--- config.mk ---
export PLATFORM = sky130hd
export DESIGN_NAME = branch_resolver
export DESIGN_NICKNAME = d
export VERILOG_FILES = /design/src/rtl/branch_resolver_pkg.sv /design/src/rtl/branch_resolver_ctrl.sv /design/src/rtl/branch_resolver_dp.sv /design/src/rtl/branch_resolver.sv
export SDC_FILE = /design/constraint.sdc
export NUM_CORES = 1
export LEC_CHECK = 0
export BUFFER_PORTS_ARGS = -buffer_cell sky130_fd_sc_hd__buf_2
export CAP_MARGIN = 20
export CORE_ASPECT_RATIO = 1.4
export CORE_MARGIN = 2
export CORE_UTILIZATION = 30
export CTS_CLUSTER_SIZE = 25
export DETAILED_ROUTE_END_ITERATION = 6
export PLACE_DENSITY_LB_ADDON = 0.05
export SETUP_SLACK_MARGIN = 0.15
export SYNTH_ARGS = -nofsm -noshare
export SYNTH_HDL_FRONTEND = slang
export SYNTH_SLANG_ARGS = --single-unit
--- constraint.sdc ---
create_clock -name clk -period 10.2 [get_ports clk]
set_input_delay 0.51 -clock clk [delete_from_list [all_inputs] [get_ports clk]]
set_output_delay 0.51 -clock clk [all_outputs]
set_load 0.1 [all_outputs]
--- src/rtl/branch_resolver_pkg.sv ---
package branch_resolver_pkg;

  typedef enum logic [2:0] {
    KIND_JUMP   = 3'd0,
    KIND_DISP   = 3'd1,
    KIND_LINK   = 3'd2,
    KIND_COUNT  = 3'd3,
    KIND_TARGET = 3'd4
  } kind_e;

  typedef enum logic [1:0] {
    SRC_IMM    = 2'd0,
    SRC_LINK   = 2'd1,
    SRC_COUNT  = 2'd2,
    SRC_TARGET = 2'd3
  } src_e;

  localparam int IDX_LINK   = 0;
  localparam int IDX_COUNT  = 1;
  localparam int IDX_TARGET = 2;
  localparam int NUM_SPR    = 3;

  // Strobes from the control to the datapath
  typedef struct packed {
    logic fire;       // legal request this cycle
    logic decCount;   // decrement count register
    logic writeLink;  // write curAddr + 4 to link
    logic takeIt;     // branch resolved as taken
    logic absolute;   // immediate is absolute
    logic useLong;    // 24-bit immediate (else 14-bit)
    src_e src;        // target source
  } ctrl_t;

endpackage

--- src/rtl/branch_resolver_ctrl.sv ---
module branch_resolver_ctrl
  import branch_resolver_pkg::*;
#(
  parameter int ADDR_W = 64,
  parameter int CR_W   = 32
) (
  input  logic              clk,
  input  logic              rstN,
  input  logic              inValid,
  input  logic [2:0]        kind,
  input  logic              aaFlag,
  input  logic              lkFlag,
  input  logic [4:0]        boField,
  input  logic [4:0]        biField,
  input  logic [CR_W-1:0]   condReg,
  input  logic              wideMode,
  input  logic [ADDR_W-1:0] countReg,
  output ctrl_t             ctl
);
  localparam int HALF_W = ADDR_W / 2;

  kind_e             kindE;
  logic              legal;
  logic              usesCtr;
  logic [ADDR_W-1:0] ctrAfter;
  logic              ctrNonZero;
  logic              ctrOk;
  logic [CR_W-1:0]   crShifted;
  logic              condOk;

  always_comb begin
    kindE   = kind_e'(kind);
    legal   = (kind <= 3'd4);
    usesCtr = (kindE == KIND_DISP) || (kindE == KIND_LINK) || (kindE == KIND_TARGET);

    ctl.fire      = inValid && legal;
    ctl.decCount  = ctl.fire && usesCtr && !boField[2];
    ctl.writeLink = ctl.fire && lkFlag;
    ctl.absolute  = aaFlag;
    ctl.useLong   = (kindE == KIND_JUMP);

    // Zero test on the count value seen after the optional decrement
    ctrAfter   = ctl.decCount ? countReg - ADDR_W'(1) : countReg;
    ctrNonZero = wideMode ? (|ctrAfter) : (|ctrAfter[HALF_W-1:0]);
    ctrOk      = boField[2] || (ctrNonZero ^ boField[1]);

    // Condition bit 0 is the most significant bit of condReg
    crShifted = condReg << biField;
    condOk    = boField[4] || (crShifted[CR_W-1] == boField[3]);

    unique case (kindE)
      KIND_JUMP:   begin ctl.takeIt = 1'b1;            ctl.src = SRC_IMM;    end
      KIND_DISP:   begin ctl.takeIt = ctrOk && condOk; ctl.src = SRC_IMM;    end
      KIND_LINK:   begin ctl.takeIt = ctrOk && condOk; ctl.src = SRC_LINK;   end
      KIND_COUNT:  begin ctl.takeIt = condOk;          ctl.src = SRC_COUNT;  end
      KIND_TARGET: begin ctl.takeIt = ctrOk && condOk; ctl.src = SRC_TARGET; end
      default:     begin ctl.takeIt = 1'b0;            ctl.src = SRC_IMM;    end
    endcase
  end

  // a jump request always resolves as taken
  a_r1_jump_taken: assert property (@(posedge clk) disable iff (!rstN)
    (inValid && kind == 3'd0) |-> ctl.takeIt);

  // the to-count form never asks for a decrement
  a_r4_count_form_keeps: assert property (@(posedge clk) disable iff (!rstN)
    (inValid && kind == 3'd3) |-> !ctl.decCount);

endmodule

--- src/rtl/branch_resolver_dp.sv ---
module branch_resolver_dp
  import branch_resolver_pkg::*;
#(
  parameter int ADDR_W = 64,
  parameter int LI_W   = 24,
  parameter int BD_W   = 14
) (
  input  logic              clk,
  input  logic              rstN,
  input  ctrl_t             ctl,
  input  logic [LI_W-1:0]   immLong,
  input  logic [BD_W-1:0]   immShort,
  input  logic [ADDR_W-1:0] curAddr,
  input  logic              loadEn,
  input  logic [1:0]        loadSel,
  input  logic [ADDR_W-1:0] loadData,
  output logic              outValid,
  output logic [ADDR_W-1:0] nextAddr,
  output logic              taken,
  output logic [ADDR_W-1:0] linkReg,
  output logic [ADDR_W-1:0] countReg,
  output logic [ADDR_W-1:0] targetReg
);
  localparam int LI_PAD = ADDR_W - LI_W - 2;
  localparam int BD_PAD = ADDR_W - BD_W - 2;
  localparam logic [ADDR_W-1:0] STEP = ADDR_W'(4);

  logic [ADDR_W-1:0] specReg [NUM_SPR];
  logic [ADDR_W-1:0] brVal   [NUM_SPR];
  logic [NUM_SPR-1:0] brWe;

  logic [ADDR_W-1:0] longExt, shortExt, offset, immTarget, seqAddr, chosen;

  always_comb begin
    longExt   = {{LI_PAD{immLong[LI_W-1]}}, immLong, 2'b00};
    shortExt  = {{BD_PAD{immShort[BD_W-1]}}, immShort, 2'b00};
    offset    = ctl.useLong ? longExt : shortExt;
    immTarget = ctl.absolute ? offset : curAddr + offset;
    seqAddr   = curAddr + STEP;

    // Indirect sources read the registers before this cycle's updates
    unique case (ctl.src)
      SRC_LINK:   chosen = {specReg[IDX_LINK][ADDR_W-1:2], 2'b00};
      SRC_COUNT:  chosen = {specReg[IDX_COUNT][ADDR_W-1:2], 2'b00};
      SRC_TARGET: chosen = {specReg[IDX_TARGET][ADDR_W-1:2], 2'b00};
      default:    chosen = immTarget;
    endcase

    brWe               = '0;
    brWe[IDX_LINK]     = ctl.writeLink;
    brWe[IDX_COUNT]    = ctl.decCount;
    brVal[IDX_LINK]    = seqAddr;
    brVal[IDX_COUNT]   = specReg[IDX_COUNT] - ADDR_W'(1);
    brVal[IDX_TARGET]  = specReg[IDX_TARGET];
  end

  for (genvar g = 0; g < NUM_SPR; g++) begin : g_spr
    always_ff @(posedge clk) begin
      if (!rstN)
        specReg[g] <= '0;
      else if (brWe[g])
        specReg[g] <= brVal[g];
      else if (loadEn && !ctl.fire && loadSel == 2'(g))
        specReg[g] <= loadData;
    end
  end

  always_ff @(posedge clk) begin
    if (!rstN) begin
      outValid <= 1'b0;
      nextAddr <= '0;
      taken    <= 1'b0;
    end else begin
      outValid <= ctl.fire;
      if (ctl.fire) begin
        nextAddr <= ctl.takeIt ? chosen : seqAddr;
        taken    <= ctl.takeIt;
      end
    end
  end

  assign linkReg   = specReg[IDX_LINK];
  assign countReg  = specReg[IDX_COUNT];
  assign targetReg = specReg[IDX_TARGET];

  // a branch that is not taken falls through to the next instruction
  a_r10_fall_through: assert property (@(posedge clk) disable iff (!rstN)
    ($past(rstN) && outValid && !taken) |-> nextAddr == $past(curAddr) + STEP);

  // the link register holds the return address after a linking request
  a_r3_link_written: assert property (@(posedge clk) disable iff (!rstN)
    ($past(rstN) && $past(ctl.writeLink)) |-> linkReg == $past(curAddr) + STEP);

  // without a decrement strobe on a request the count register holds
  a_r4_count_held: assert property (@(posedge clk) disable iff (!rstN)
    ($past(rstN) && $past(ctl.fire) && !$past(ctl.decCount)) |-> $stable(countReg));

  // register-sourced targets are word aligned
  a_r9_aligned: assert property (@(posedge clk) disable iff (!rstN)
    ($past(rstN) && outValid && taken && $past(ctl.src) != SRC_IMM) |-> nextAddr[1:0] == 2'b00);

endmodule

--- src/rtl/branch_resolver.sv ---
module branch_resolver
  import branch_resolver_pkg::*;
#(
  parameter int ADDR_W = 64,
  parameter int CR_W   = 32,
  parameter int LI_W   = 24,
  parameter int BD_W   = 14
) (
  input  logic              clk,
  input  logic              rstN,
  input  logic              inValid,
  input  logic [2:0]        kind,
  input  logic              aaFlag,
  input  logic              lkFlag,
  input  logic [4:0]        boField,
  input  logic [4:0]        biField,
  input  logic [LI_W-1:0]   immLong,
  input  logic [BD_W-1:0]   immShort,
  input  logic [ADDR_W-1:0] curAddr,
  input  logic [CR_W-1:0]   condReg,
  input  logic              wideMode,
  input  logic              loadEn,
  input  logic [1:0]        loadSel,
  input  logic [ADDR_W-1:0] loadData,
  output logic              outValid,
  output logic [ADDR_W-1:0] nextAddr,
  output logic              taken,
  output logic [ADDR_W-1:0] linkReg,
  output logic [ADDR_W-1:0] countReg,
  output logic [ADDR_W-1:0] targetReg
);
  ctrl_t ctl;

  branch_resolver_ctrl #(.ADDR_W(ADDR_W), .CR_W(CR_W)) u_ctrl (
    .clk(clk), .rstN(rstN), .inValid(inValid), .kind(kind),
    .aaFlag(aaFlag), .lkFlag(lkFlag), .boField(boField), .biField(biField),
    .condReg(condReg), .wideMode(wideMode), .countReg(countReg), .ctl(ctl)
  );

  branch_resolver_dp #(.ADDR_W(ADDR_W), .LI_W(LI_W), .BD_W(BD_W)) u_dp (
    .clk(clk), .rstN(rstN), .ctl(ctl), .immLong(immLong), .immShort(immShort),
    .curAddr(curAddr), .loadEn(loadEn), .loadSel(loadSel), .loadData(loadData),
    .outValid(outValid), .nextAddr(nextAddr), .taken(taken),
    .linkReg(linkReg), .countReg(countReg), .targetReg(targetReg)
  );

  // a result follows exactly one edge after each legal request
  a_r12_result_timing: assert property (@(posedge clk) disable iff (!rstN)
    $past(rstN) |-> outValid == $past(inValid && kind <= 3'd4));

endmodule

Word level (Yosys, flattened, before mapping)
Memories as Yosys holds them, arrays and structs flattened.
Index checks and enable logic that the tools add are counted.
{"block": "word_totals", "latchBits": 0, "input_bits": 220, "elab_cells": 76, "mem_bits_ro": 0, "output_inout_bits": 258, "memories": 1, "register_bits": 66, "mem_bits_rw": 192}
{"name": "u_dp.specReg", "words": 3, "word_bits": 64, "rd": 3, "rd_ports_with_merged_regs": 0, "write_ports": 3, "line": "branch_resolver_dp.sv:28", "text": "logic [ADDR_W-1:0] specReg [NUM_SPR];"}
{"block": "classes", "multipliers": 0, "shifts": 1, "addsub": 3, "n_reduce_logical": 20, "div": 0, "order_cmp": 1, "n_bitwise": 6, "mux": 31, "eq_ne": 10}
{"op": "two-way mux 64 bit", "count": 9}
{"op": "one-hot mux 64 bit (3 select lines)", "count": 1}
{"op": "adder 64 x 3 -> 64 bit, second input constant", "count": 1}
{"op": "adder 64 bit", "count": 1}
{"op": "OR reduction 64 bit", "count": 1}
{"op": "subtractor 64 x 1 -> 64 bit, second input constant", "count": 1}
{"op": "OR reduction 32 bit", "count": 1}
{"op": "<< shifter 32 x 5 -> 32 bit", "count": 1}
{"op": "two-way mux 1 bit", "count": 19}
{"op": "logical AND 1 bit", "count": 9}
{"op": "equality test 2 bit, second input constant", "count": 3}
{"op": "equality test 3 x 2 -> 1 bit, second input constant", "count": 2}
{"op": "one-hot mux 2 bit (3 select lines)", "count": 1}
{"op": "OR 1 bit", "count": 5}
{"op": "equality test 2 x 1 -> 1 bit, second input constant", "count": 2}
{"op": "logical OR 1 bit", "count": 4}
{"op": "equality test 3 x 1 -> 1 bit, second input constant", "count": 1}
{"op": "equality test 3 bit, second input constant", "count": 1}
{"op": "less-or-equal comparator 3 bit, second input constant", "count": 1}
{"op": "zero test 3 bit", "count": 1}
{"op": "one-hot mux 1 bit (3 select lines)", "count": 1}
{"op": "OR reduction 3 bit", "count": 1}
{"op": "zero test 1 bit", "count": 2}
{"op": "zero test 2 bit", "count": 1}
{"op": "2 further kinds", "count": 2}

Longest topological paths before layout
{"block": "logic_depth", "word_depth": 13, "mapped_depth": 23, "ltp_nobuf": 19}

Hierarchy
Synthesis repeated with hierarchy kept, for this count alone.
{"block": "hier_totals", "cells_unflattened": 2257, "area_unflattened_um2": 19705.1}
{"module": "branch_resolver_dp", "n_inst": 1, "cells_each": 2021, "area_per_inst_um2": 18072.3, "seq_area_each_um2": 7086.8}
{"module": "branch_resolver_ctrl", "n_inst": 1, "cells_each": 236, "area_per_inst_um2": 1632.8, "seq_area_each_um2": 0.0}

Worst setup path before layout
No wires, ideal clock.
{"block": "synth_path", "kind": "input to register", "startpoint": "input kind[1]", "endpoint": "memory u_dp.specReg[1][0], enable pin", "t_arrival_ns": 8.995, "cell_stages": 6, "setup_time_ns": 0.706, "t_required_ns": 9.494, "path_buffers": 3, "setup_slack_ns": 0.499, "cell_sequence": "clkbuf_1 o21ai_0 and2_1 clkbuf_1 clkbuf_1 o311ai_0"}
{"element": "from (decl)", "line": "branch_resolver.sv:12", "text": "input logic [2:0] kind,"}
{"element": "to (decl)", "line": "branch_resolver_dp.sv:28"}

==> impl_metrics.env <==
export IMPL_status="finished clean"
export IMPL_relSlewSlack=0.259
export IMPL_die_x_um=218
export IMPL_fmax_mhz=164
export IMPL_syn_to_final_growth_pct=22.8
export IMPL_core_area_sq_mm=0.0633
export IMPL_powerDensity_mw_per_mm2=175
export IMPL_wire_per_inst_um=29.8
export IMPL_ctsHoldBuffers=0
export IMPL_drt_iter0_drc=1586
export IMPL_power_leakage_uw=0.00943
export IMPL_synth_cells=2201
export IMPL_cts_buffers=34
export IMPL_root_buffer="clkbuf_16"
export IMPL_synth_edf_count=192
export IMPL_drt_first_pass_iters=5
export IMPL_holdCritStartpoint="curAddr[1]"
export IMPL_cp_buffers_inverters=1
export IMPL_yosysSeqAreaShare=0.368
export IMPL_fin_crit_ps=6090
export IMPL_ioPinCount=478
export IMPL_crit_type="flop to flop"
export IMPL_slowest_stage="or4_1"
export IMPL_start_util=0.304
export IMPL_syn_nets=2485
export IMPL_grt_pass1_vias=20088
export IMPL_stdcell_count=3480
export IMPL_netlist_top_cells_area="edfxtp_1 30%, dfxtp_1 6.9%, nand2_1 6.5%"
export IMPL_grt_ovfl_total=0
export IMPL_cp_common_cell="or4_1"
export IMPL_vias=20003
export IMPL_track_usage=0.305
export IMPL_ys_ff_latch=258
export IMPL_antenna_found_initial=6
export IMPL_synth_area_leader_cell="edfxtp_1"
export IMPL_worst_slew_pin_slew_ps=1110
export IMPL_ys_async_sr_fraction=0
export IMPL_setup_viol_count_final=0
export IMPL_critical_path_max_stage_delay_ps=670
export IMPL_slew_viol_final=0
export IMPL_cts_setup_buffers=0
export IMPL_crit_fanout=18
export IMPL_drive_gt1_frac=0.251
export IMPL_post_route_drc_count=0
export IMPL_finalSetupTns_ps=0
export IMPL_grt_pass1_wl_um=147000
export IMPL_arrival_ps=6530
export IMPL_clockBufferDepth=3
export IMPL_cts_tree="done"
export IMPL_utilization=0.374
export IMPL_critPathLaunch="u_dp.specReg[1][18]"
export IMPL_avgSynthCellArea_sq_um=8.75
export IMPL_vdd_ir_drop_max_v=0.000112
export IMPL_ant_nets=0
export IMPL_rows=109
export IMPL_required_ps=10640
export IMPL_gp_congestion=0.901
export IMPL_fillCellCount=6714
export IMPL_hold_class="primary input to flop"
export IMPL_worstPathCellList="or4_1 > nor4_2 > nand4b_1 > or4_1 > a211oi_1 > nand4_1 > o21ai_1 > o211a_2 > o311a_4 > a31oi_4 > buf_4 > nor2_4 > o211ai_1 > and3_1"
export IMPL_syn_area_sq_mm=0.0193
export IMPL_synth_warning_count=0
export IMPL_drv_cap=0
export IMPL_grt_max_degree=65
export IMPL_routed_wl_um=104000
export IMPL_crit_family="simple AND/OR/NAND/NOR gates"
export IMPL_rsz0062_at_grt="no"
export IMPL_fp_dieArea_sq_mm=0.0663
export IMPL_cts_resized=0
export IMPL_end_kind="flop"
export IMPL_nets=2905
export IMPL_htree_levels=2
export IMPL_hold_violations=0
export IMPL_via_per_inst=5.75
export IMPL_crit_path_start_kind="flop"
export IMPL_clock_sinks=258
export IMPL_synthFlopType="edfxtp_1"
export IMPL_r2r_start="u_dp.specReg[1][18]"
export IMPL_synth_top_cell_area_share=0.299
export IMPL_synth_cell_types=94
export IMPL_yosysMostFrequentCell="nand2_1"
export IMPL_clock_latency_ps=560
export IMPL_portBuffers=476
export IMPL_dp_hpwl_um=77900
export IMPL_place_inst=3417
export IMPL_path_clk_slew_ps=60
export IMPL_netlist_top_cells_count="336 x nand2_1, 198 x o21ai_0, 192 x edfxtp_1"
export IMPL_clock_skew_final_ps=26.3
export IMPL_chipHeight_um=304
export IMPL_fin_crit_sh=0.597
[sequential cells by signal (all words and copies together), names as in the netlist]
| name | cells |
|---|---|
| u_dp.taken | 1 |
| u_dp.outValid | 1 |
| u_dp.nextAddr | 64 |
| u_dp.specReg | 192 |
[worst paths after layout]
kind / endpoint / slack, ps / cells after the start
max: u_dp.nextAddr[59] / 4110 / 14
min reg2reg: u_dp.taken / 460 / 2
max reg2reg: u_dp.nextAddr[59] / 4110 / 14
min: u_dp.nextAddr[1] / 200 / 2
[layer usage]
| metal | track usage | wire (um) | up-vias |
|---|---|---|---|
| li1 | - | - | 9069 |
| met1 | 0.377 | 42100 | 10003 |
| met2 | 0.535 | 51600 | 802 |
| met3 | 0.0425 | 5990 | 127 |
| met4 | 0.111 | 4050 | 2 |
| met5 | 0 | 8 | - |
[report_power, final]
part | internal, uW | total, uW | switching [uW]
Clock | 731 | 1260 | 533
Sequential | 1220 | 1320 | 103
Combinational | 349 | 1540 | 1190
[cell type report]
| type | instances | area, sq um | area share |
|---|---|---|---|
| antenna | 1 | 2.50 | 0.000106 |
| clock inverter | 19 | 196 | 0.00830 |
| sequential | 258 | 7090 | 0.300 |
| tap | 832 | 1040 | 0.0440 |
| multi-input combinational | 1776 | 11600 | 0.489 |
| timing repair buffer | 516 | 2690 | 0.113 |
| inverter | 35 | 131 | 0.00555 |
| clock buffer | 43 | 935 | 0.0395 |
[layout by cell type (no fill, tap or decap), drive strengths merged, types with 50 or more instances in the layout]
| master | synthesis | final |
|---|---|---|
| edfxtp | 192 | 192 |
| nor2 | 125 | 125 |
| xnor2 | 102 | 102 |
| nand2 | 337 | 337 |
| buf | 19 | 516 |
| dfxtp | 66 | 66 |
| a21oi | 129 | 129 |
| ha | 63 | 63 |
| and2 | 78 | 78 |
| o21ai | 201 | 201 |
| xor2 | 68 | 68 |
| nand3 | 50 | 50 |
[worst register-to-register path, delay by kind of cell, from the launching register on]
family	cells	cell delay [ps]
compound gates	6	1590
buf+inv	1	390
flops	1	560
simple gates	7	3440
[logic make-up (layout without fill, tap and decap cells)]
logic type	count (synthesis)	after routing	share of synthesized area
XOR/XNOR	170	170	0.0773
multiplexers	84	84	0.0530
other	0	1	0
buffers and inverters	167	613	0.0351
adder cells (fa/ha/maj)	64	64	0.0420
AND/OR/NAND/NOR	823	823	0.210
flip-flops	258	258	0.368
AO/OA/AOI/OAI	635	635	0.214
[through the flow]
| stage | total power [uW] | hold slack (ps) | area [sq um] | setup slack, ps |
|---|---|---|---|---|
| 3_5_place_dp | 2880 | 453 | 22500 | 3830 |
| 4_1_cts | 4150 | 172 | 23700 | 4180 |
| 2_1_floorplan | 2430 | 636 | 19300 | 499 |
| 5_1_grt | 4260 | 194 | 23700 | 3930 |
| 6_report | 4130 | 203 | 23700 | 4110 |
| 3_3_place_gp | 2880 | 449 | 22500 | 3820 |
No activity file was read; power rests on OpenSTA's default activity.
